--- src/rtl/regwr_pack_pkg.sv ---
`timescale 1ns/1ps
package regwr_pack_pkg;
  // Number of dword slots a single request can produce at most.
  localparam int unsigned SLOTS = 4;

  localparam logic [7:0] OP_PLAIN = 8'h01;
  localparam logic [7:0] OP_BURST = 8'h09;
  localparam logic [3:0] BE_ALL   = 4'hF;
  localparam logic [3:0] BE_NONE  = 4'h0;

  typedef enum logic [1:0] {
    ACT_DROP  = 2'd0,
    ACT_PLAIN = 2'd1,
    ACT_OPEN  = 2'd2,
    ACT_MERGE = 2'd3
  } act_e;
endpackage

--- src/rtl/regwr_plan.sv ---
`timescale 1ns/1ps
// Combinational planner: decides what an incoming request turns into and
// which dwords go where, plus the bookkeeping after it.
module regwr_plan
  import regwr_pack_pkg::*;
#(
  parameter int unsigned DEPTH  = 2048,
  parameter int unsigned OFF_W  = 20,
  parameter int unsigned DATA_W = 32,
  parameter int unsigned AW     = $clog2(DEPTH),
  parameter int unsigned PW     = AW + 1,
  parameter int unsigned NW     = $clog2(SLOTS + 1)
) (
  input  logic              req_indexed,
  input  logic [OFF_W-1:0]  req_offset,
  input  logic [DATA_W-1:0] req_value,
  input  logic [PW-1:0]     free_q,
  input  logic [AW-1:0]     start_q,
  input  logic              open_q,
  input  logic [OFF_W-1:0]  off_q,
  input  logic [PW-1:0]     cnt_q,
  output act_e              act,
  output logic [AW-1:0]     slot_addr [SLOTS],
  output logic [DATA_W-1:0] slot_data [SLOTS],
  output logic [NW-1:0]     slot_n,
  output logic [PW-1:0]     free_d,
  output logic [AW-1:0]     start_d,
  output logic              open_d,
  output logic [OFF_W-1:0]  off_d,
  output logic [PW-1:0]     cnt_d
);

  localparam logic [PW:0] LIMIT = (PW+1)'(DEPTH);

  logic [PW-1:0]     aligned;
  logic [PW:0]       aligned_x;
  logic              fit_plain;
  logic              fit_burst;
  logic              room_merge;
  logic              same_burst;
  logic [PW-1:0]     cnt_inc;
  logic [PW-1:0]     free_inc;
  logic [DATA_W-1:0] hdr_plain;
  logic [DATA_W-1:0] hdr_burst;

  always_comb begin
    aligned    = free_q + {{(PW-1){1'b0}}, free_q[0]};
    aligned_x  = {1'b0, aligned};
    fit_plain  = (aligned_x + (PW+1)'(2)) <= LIMIT;
    fit_burst  = (aligned_x + (PW+1)'(3)) <= LIMIT;
    room_merge = free_q < PW'(DEPTH);
    same_burst = req_indexed && open_q && (req_offset == off_q);
    cnt_inc    = cnt_q + PW'(1);
    free_inc   = free_q + PW'(1);

    hdr_plain                   = '0;
    hdr_plain[DATA_W-1 -: 8]    = OP_PLAIN;
    hdr_plain[OFF_W +: 4]       = BE_ALL;
    hdr_plain[OFF_W-1:0]        = req_offset;
    hdr_burst                   = '0;
    hdr_burst[DATA_W-1 -: 8]    = OP_BURST;
    hdr_burst[OFF_W +: 4]       = BE_NONE;
    hdr_burst[OFF_W-1:0]        = req_offset;
  end

  always_comb begin
    act     = ACT_DROP;
    slot_n  = '0;
    free_d  = free_q;
    start_d = start_q;
    open_d  = open_q;
    off_d   = off_q;
    cnt_d   = cnt_q;
    for (int k = 0; k < int'(SLOTS); k++) begin
      slot_addr[k] = '0;
      slot_data[k] = '0;
    end

    if (same_burst) begin
      if (room_merge) begin
        act          = ACT_MERGE;
        slot_addr[0] = free_q[AW-1:0];
        slot_data[0] = req_value;
        slot_addr[1] = start_q;
        slot_data[1] = DATA_W'(cnt_inc);
        slot_n       = NW'(2);
        free_d       = free_inc;
        cnt_d        = cnt_inc;
        if (free_inc[0]) begin
          slot_addr[2] = free_inc[AW-1:0];
          slot_data[2] = '0;
          slot_n       = NW'(3);
        end
      end
    end else if (req_indexed) begin
      if (fit_burst) begin
        act          = ACT_OPEN;
        slot_addr[0] = aligned[AW-1:0];
        slot_data[0] = DATA_W'(1);
        slot_addr[1] = aligned[AW-1:0] + AW'(1);
        slot_data[1] = hdr_burst;
        slot_addr[2] = aligned[AW-1:0] + AW'(2);
        slot_data[2] = req_value;
        slot_addr[3] = aligned[AW-1:0] + AW'(3);
        slot_data[3] = '0;
        slot_n       = NW'(4);
        free_d       = aligned + PW'(3);
        start_d      = aligned[AW-1:0];
        open_d       = 1'b1;
        off_d        = req_offset;
        cnt_d        = PW'(1);
      end
    end else begin
      if (fit_plain) begin
        act          = ACT_PLAIN;
        slot_addr[0] = aligned[AW-1:0];
        slot_data[0] = req_value;
        slot_addr[1] = aligned[AW-1:0] + AW'(1);
        slot_data[1] = hdr_plain;
        slot_n       = NW'(2);
        free_d       = aligned + PW'(2);
        start_d      = aligned[AW-1:0];
        open_d       = 1'b0;
      end
    end
  end

endmodule

--- src/rtl/regwr_state.sv ---
`timescale 1ns/1ps
// Bookkeeping registers: tail, instruction start, open-burst tracking, count
// and the sticky overflow flag.
module regwr_state
  import regwr_pack_pkg::*;
#(
  parameter int unsigned OFF_W = 20,
  parameter int unsigned AW    = 11,
  parameter int unsigned PW    = AW + 1
) (
  input  logic             clk,
  input  logic             rst_n,
  input  logic             clear,
  input  logic             accept,
  input  act_e             act,
  input  logic [PW-1:0]    free_d,
  input  logic [AW-1:0]    start_d,
  input  logic             open_d,
  input  logic [OFF_W-1:0] off_d,
  input  logic [PW-1:0]    cnt_d,
  output logic [PW-1:0]    free_q,
  output logic [AW-1:0]    start_q,
  output logic             open_q,
  output logic [OFF_W-1:0] off_q,
  output logic [PW-1:0]    cnt_q,
  output logic             ovf_q
);

  logic             upd;
  logic             drop;
  logic             st_en;
  logic [PW-1:0]    free_n;
  logic [AW-1:0]    start_n;
  logic             open_n;
  logic [OFF_W-1:0] off_n;
  logic [PW-1:0]    cnt_n;
  logic             ovf_n;

  always_comb begin
    upd     = accept && (act != ACT_DROP);
    drop    = accept && (act == ACT_DROP);
    st_en   = clear || accept;
    free_n  = free_q;
    start_n = start_q;
    open_n  = open_q;
    off_n   = off_q;
    cnt_n   = cnt_q;
    ovf_n   = ovf_q;
    if (clear) begin
      free_n  = '0;
      start_n = '0;
      open_n  = 1'b0;
      off_n   = '0;
      cnt_n   = '0;
      ovf_n   = 1'b0;
    end else if (upd) begin
      free_n  = free_d;
      start_n = start_d;
      open_n  = open_d;
      off_n   = off_d;
      cnt_n   = cnt_d;
    end else if (drop) begin
      ovf_n   = 1'b1;
    end
  end

  always_ff @(posedge clk or negedge rst_n) begin
    if (!rst_n) begin
      free_q  <= '0;
      start_q <= '0;
      open_q  <= 1'b0;
      off_q   <= '0;
      cnt_q   <= '0;
      ovf_q   <= 1'b0;
    end else if (st_en) begin
      free_q  <= free_n;
      start_q <= start_n;
      open_q  <= open_n;
      off_q   <= off_n;
      cnt_q   <= cnt_n;
      ovf_q   <= ovf_n;
    end
  end

endmodule

--- src/rtl/regwr_emit.sv ---
`timescale 1ns/1ps
// Holds the planned dwords of one request and writes them out one per cycle.
module regwr_emit #(
  parameter int unsigned AW     = 11,
  parameter int unsigned DATA_W = 32,
  parameter int unsigned SLOTS  = 4,
  parameter int unsigned NW     = $clog2(SLOTS + 1),
  parameter int unsigned IW     = $clog2(SLOTS)
) (
  input  logic              clk,
  input  logic              rst_n,
  input  logic              clear,
  input  logic              load,
  input  logic [AW-1:0]     slot_addr_i [SLOTS],
  input  logic [DATA_W-1:0] slot_data_i [SLOTS],
  input  logic [NW-1:0]     slot_n_i,
  output logic              busy,
  output logic              mem_we,
  output logic [AW-1:0]     mem_addr,
  output logic [DATA_W-1:0] mem_wdata
);

  logic [AW-1:0]     addr_v [SLOTS];
  logic [DATA_W-1:0] data_v [SLOTS];
  logic [NW-1:0]     rem_q;
  logic [NW-1:0]     rem_d;
  logic [IW-1:0]     idx_q;
  logic [IW-1:0]     idx_d;
  logic              step;
  logic              seq_en;

  for (genvar g = 0; g < int'(SLOTS); g++) begin : g_slot
    logic [AW-1:0]     a_q;
    logic [DATA_W-1:0] d_q;

    always_ff @(posedge clk or negedge rst_n) begin
      if (!rst_n) begin
        a_q <= '0;
        d_q <= '0;
      end else if (load) begin
        a_q <= slot_addr_i[g];
        d_q <= slot_data_i[g];
      end
    end

    assign addr_v[g] = a_q;
    assign data_v[g] = d_q;
  end

  always_comb begin
    step   = (rem_q != '0);
    seq_en = clear || load || step;
    rem_d  = rem_q;
    idx_d  = idx_q;
    if (clear) begin
      rem_d = '0;
      idx_d = '0;
    end else if (load) begin
      rem_d = slot_n_i;
      idx_d = '0;
    end else if (step) begin
      rem_d = rem_q - NW'(1);
      idx_d = idx_q + IW'(1);
    end
  end

  always_ff @(posedge clk or negedge rst_n) begin
    if (!rst_n) begin
      rem_q <= '0;
      idx_q <= '0;
    end else if (seq_en) begin
      rem_q <= rem_d;
      idx_q <= idx_d;
    end
  end

  assign busy      = step;
  assign mem_we    = step;
  assign mem_addr  = addr_v[idx_q];
  assign mem_wdata = data_v[idx_q];

endmodule

--- src/rtl/regwr_packer.sv ---
`timescale 1ns/1ps
module regwr_packer
  import regwr_pack_pkg::*;
#(
  parameter int unsigned DEPTH  = 2048,
  parameter int unsigned OFF_W  = 20,
  parameter int unsigned DATA_W = 32,
  parameter int unsigned AW     = $clog2(DEPTH),
  parameter int unsigned PW     = AW + 1
) (
  input  logic              clk,
  input  logic              rst_n,
  input  logic              clear,
  input  logic              req_valid,
  output logic              req_ready,
  input  logic              req_indexed,
  input  logic [OFF_W-1:0]  req_offset,
  input  logic [DATA_W-1:0] req_value,
  output logic              mem_we,
  output logic [AW-1:0]     mem_addr,
  output logic [DATA_W-1:0] mem_wdata,
  output logic [PW-1:0]     tail,
  output logic              overflow
);

  localparam int unsigned NW = $clog2(SLOTS + 1);

  act_e              act;
  logic [AW-1:0]     slot_addr [SLOTS];
  logic [DATA_W-1:0] slot_data [SLOTS];
  logic [NW-1:0]     slot_n;
  logic [PW-1:0]     free_d, free_q;
  logic [AW-1:0]     start_d, start_q;
  logic              open_d, open_q;
  logic [OFF_W-1:0]  off_d, off_q;
  logic [PW-1:0]     cnt_d, cnt_q;
  logic              ovf_q;
  logic              busy;
  logic              accept;
  logic              load;

  assign req_ready = !busy && !clear;
  assign accept    = req_valid && req_ready;
  assign load      = accept && (act != ACT_DROP);

  regwr_plan #(
    .DEPTH (DEPTH), .OFF_W (OFF_W), .DATA_W (DATA_W),
    .AW (AW), .PW (PW), .NW (NW)
  ) u_plan (
    .req_indexed (req_indexed),
    .req_offset  (req_offset),
    .req_value   (req_value),
    .free_q      (free_q),
    .start_q     (start_q),
    .open_q      (open_q),
    .off_q       (off_q),
    .cnt_q       (cnt_q),
    .act         (act),
    .slot_addr   (slot_addr),
    .slot_data   (slot_data),
    .slot_n      (slot_n),
    .free_d      (free_d),
    .start_d     (start_d),
    .open_d      (open_d),
    .off_d       (off_d),
    .cnt_d       (cnt_d)
  );

  regwr_state #(
    .OFF_W (OFF_W), .AW (AW), .PW (PW)
  ) u_state (
    .clk     (clk),
    .rst_n   (rst_n),
    .clear   (clear),
    .accept  (accept),
    .act     (act),
    .free_d  (free_d),
    .start_d (start_d),
    .open_d  (open_d),
    .off_d   (off_d),
    .cnt_d   (cnt_d),
    .free_q  (free_q),
    .start_q (start_q),
    .open_q  (open_q),
    .off_q   (off_q),
    .cnt_q   (cnt_q),
    .ovf_q   (ovf_q)
  );

  regwr_emit #(
    .AW (AW), .DATA_W (DATA_W), .SLOTS (SLOTS), .NW (NW)
  ) u_emit (
    .clk         (clk),
    .rst_n       (rst_n),
    .clear       (clear),
    .load        (load),
    .slot_addr_i (slot_addr),
    .slot_data_i (slot_data),
    .slot_n_i    (slot_n),
    .busy        (busy),
    .mem_we      (mem_we),
    .mem_addr    (mem_addr),
    .mem_wdata   (mem_wdata)
  );

  assign tail     = free_q;
  assign overflow = ovf_q;

endmodule

--- config.mk ---
export PLATFORM = sky130hd
export DESIGN_NAME = regwr_packer
export DESIGN_NICKNAME = d
export VERILOG_FILES = /design/src/rtl/regwr_pack_pkg.sv /design/src/rtl/regwr_plan.sv /design/src/rtl/regwr_state.sv /design/src/rtl/regwr_emit.sv /design/src/rtl/regwr_packer.sv
export SDC_FILE = /design/constraint.sdc
export NUM_CORES = 1
export LEC_CHECK = 0
export BUFFER_PORTS_ARGS = -buffer_cell sky130_fd_sc_hd__buf_4
export CAP_MARGIN = 40
export CORE_ASPECT_RATIO = 0.9
export CORE_MARGIN = 2
export CORE_UTILIZATION = 50
export DETAILED_ROUTE_END_ITERATION = 7
export PLACE_DENSITY_LB_ADDON = 0.05
export SLEW_MARGIN = 40
export SYNTH_ARGS = -nofsm -noshare
export SYNTH_HDL_FRONTEND = slang
export SYNTH_SLANG_ARGS = --single-unit
--- constraint.sdc ---
create_clock -name clk -period 3.8 [get_ports clk]
set_input_delay 0.38 -clock clk [delete_from_list [all_inputs] [get_ports clk]]
set_output_delay 0.38 -clock clk [all_outputs]
set_load 0.01 [all_outputs]
==> impl_metrics.yaml <==
detailed_routing:
  num_vias: 7700
  drc: 0
  wl_um: 26860
  firstDrtPassIters: 5
  antenna_left: 0
  wl_per_cell_um: 21.33
  drt_iter0_drc: 587
  via_per_inst: 6.116
clocking:
  insertion_delay_ns: 0.43
  clockRootBuffer: "clkbuf_16"
  cts_sinks: 190
  cts_made_buffers: 17
  cts_tree: "yes"
  clk_pin_slew_ns: 0.08
  htree_num_levels: 4
  clk_path_buf_depth: 2
timing:
  finalCritPeriodShare_pct: 94.75
  rsz0062_at_grt: "no"
  fmax_ghz: 0.2777
  relSlewSlack_pct: 59.55
  final-hold-violation-count: 0
  tns_ns: 0
  timing.final.crit_period_ns: 3.601
  maxSlewViolCount: 0
  tightest_slew_ns: 0.6068
  skew_ns: 0.01898
  final-setup-viol-count: 0
placed_design:
  portBuffers: 114
  dp_cells: 1224
  gp_congestion: 0.9894
  place_hpwl_um: 18380
power_and_ir_drop:
  ir_drop_uv: 420.9
  seqPwrFrac_pct: 42.8
  switching_share_pct: 34.91
  p_int_mw: 4.570
  power_per_cell_area_mw_per_mm2: 616.9
  power.switching_mw: 2.451
  p_leak_nw: 5.330
  p_comb_share_pct: 32.2
  power_frac_clock_pct: 25.0
logic_synthesis:
  synth_seq_area_share_pct: 49.60
  yosysTopAreaCell: "dfrtp_1"
  synth_ff_type: "dfrtp_1"
  ys_warn_count: 0
  netlist_top_cells_area: "dfrtp_1 50%, a22o_1 6.6%, mux2i_1 3.9%"
  syn_nets: 959
  ys_seq_elements: 190
  synth_cells: 896
  synth-async-reset-ratio_pct: 100.0
  syn_area_mm2: 0.009585
  synth_edf_count: 0
  synth_cell_types: 69
  synth_top_cell_area_share_pct: 49.60
  synth.avg_cell_area_um2: 10.70
worst_setup_path:
  r2r_setup_slack_ns: 0.20
  end_kind: "register"
  rr_startpoint: "u_state.free_q[0]"
  criticalPathCategory: "reg2reg"
  critPathRequiredTime_ns: 4.12
  ff2ff_path_depth: 12
  cp-start-kind: "register"
  crit_fanout: 11
  timing.rr.end: "u_state.start_q[2]"
  crit_arrival_ns: 3.92
die:
  core_area_mm2: 0.01898
  io_pins: 115
  die_area_mm2: 0.02030
  rows: 48
  initial_core_util_pct: 50.51
  die_h_um: 135.4
  die-width_um: 150.0
global_routing:
  grt_pass1_wl_um: 42340
  grt_pass1_vias: 7284
  grt_max_degree: 113
  grt-ovfl-total: 0
  track_usage_pct: 27.12
  antenna_found_initial: 0
cells_and_area:
  fin_cells: 1259
  final_nets: 1059
  fill_cells: 1637
  area_growth_pct: 18.72
  drive_gt1_share_pct: 21.70
  antenna_cells: 0
  final_cell_mix: "187 x dfrtp_1, 145 x buf_4, 76 x nand2_1"
  final_common_cell: "dfrtp_1"
run:
  cap_violations: 0
worst_hold_path:
  hold_path_class: "in2reg"
  hold_path_end: "u_emit.g_slot[2].d_q[16]"
  min_from: "req_value[16]"
  whs_path_depth: 2
run_status:
  status: "complete, no violations"
power by group through the flow:
stage               clock network (mW)  logic, mW  registers (mW)
floorplan                            0       1.50            2.80
global placement                     0       2.20            3.00
detailed placement                   0       2.26            3.03
CTS                               1.78       2.28            3.00
global route                      1.88       2.47            3.07
finish                            1.75       2.26            3.00
worst max-delay path, stage by stage (launching register included):
cell	delay [ns]
dfrtp_1	0.41
ha_2	0.29
nor2b_1	0.19
a211oi_2	0.38
a2111oi_4	0.09
buf_4	0.18
or3_1	0.38
a311oi_1	0.30
nor4b_4	0.40
a21o_1	0.29
nor2_1	0.19
buf_4	0.23
a21o_1	0.18
cell usage after synthesis, drive strengths merged, types with 4 or more instances:
| library cell | n |
|---|---|
| a211oi | 4 |
| a21o | 23 |
| a21oi | 21 |
| a221o | 29 |
| a22o | 72 |
| a22oi | 13 |
| and2 | 6 |
| and3 | 16 |
| buf | 39 |
| clkbuf | 32 |
| dfrtp | 190 |
| ha | 6 |
| inv | 14 |
| mux2i | 37 |
| mux4 | 11 |
| nand2 | 77 |
| nand2b | 22 |
| nand3 | 14 |
| nand3b | 8 |
| nand4 | 8 |
| nor2 | 45 |
| nor2b | 9 |
| nor3 | 15 |
| nor4 | 4 |
| o21ai | 80 |
| or3 | 6 |
| or4 | 6 |
| xnor2 | 35 |
| xor2 | 15 |
metrics by stage:
stage | util [%] | power (mW) | setup slack [ns] | instance area [µm²] | hold WS [ns]
after floorplan | - | 4.295 | 0.4081 | 9585 | 0.08441
after global placement | 56.61 | 5.204 | 0.1819 | 10740 | 0.4482
after detailed placement | 56.68 | 5.290 | 0.04926 | 10760 | 0.4147
after CTS | 59.76 | 7.055 | 0.02355 | 11340 | 0.1611
after global routing | 59.96 | 7.428 | 0.009505 | 11380 | 0.1508
final | 59.96 | 7.021 | 0.1993 | 11380 | 0.1768
state kept, by name, summed over array words and instances (netlist names):
register	flops
u_state.off_q	20
u_state.free_q	12
u_emit.g_slot.d_q	85
u_emit.g_slot.a_q	44
u_emit.idx_q	2
u_emit.rem_q	3
u_state.cnt_q	12
u_state.open_q	1
u_state.ovf_q	1
u_state.start_q	10
layer usage:
metal	vias to the layer above	part of all wire [%]	GRT usage, %
met5	-	0	0
met2	285	43	38.76
met4	0	1.2	5.608
met1	3891	49	43.02
met3	25	6.3	5.017
li1	3499	-	-
worst max path at each step:
stage	start	cells past startpoint	slack [ns]	end
6_report	u_state.free_q[0]	12	0.20	u_state.start_q[2]
5_1_grt	u_state.free_q[0]	11	0.01	u_emit.g_slot[0].a_q[5]
4_1_cts	u_state.free_q[0]	11	0.02	u_emit.g_slot[2].d_q[31]
3_5_place_dp	u_state.free_q[0]	11	0.05	u_emit.g_slot[2].d_q[30]
3_3_place_gp	u_state.free_q[0]	14	0.18	u_emit.g_slot[1].d_q[1]
2_1_floorplan	u_state.free_q[0]	14	0.41	u_emit.g_slot[0].d_q[10]
cells by family (layout without fill, tap and decap cells):
kind of cell               Yosys count  in the layout  synth area share, %
xor gates and xnor gates            50             50                4.647
muxes                               48             48                6.448
adders and majority gates            6              6               0.7832
and+or+nand+nor                    247            247                13.46
buffers and inverters               85            198                4.099
AOI/OAI and AO/OA                  270            270                20.96
DFF                                190            190                49.60
timing repair:
action	in CTS	in global routing
buffers inserted	0	2
setup endpoints to repair	0	142
resized for setup	0	6
hold endpoints to repair	110	0
hold buffers	1	0
layout make-up:
| cell class | count | area, µm² | share of cell area, % |
|---|---|---|---|
| sequential | 190 | 4761 | 41.84 |
| multi-input combinational | 621 | 4463 | 39.22 |
| timing repair buffer | 152 | 1215 | 10.68 |
| clock buffer | 18 | 429.2 | 3.771 |
| tap | 250 | 312.8 | 2.749 |
| clock inverter | 14 | 146.4 | 1.286 |
| inverter | 14 | 52.55 | 0.4618 |
(Power assumes the default switching activity.)
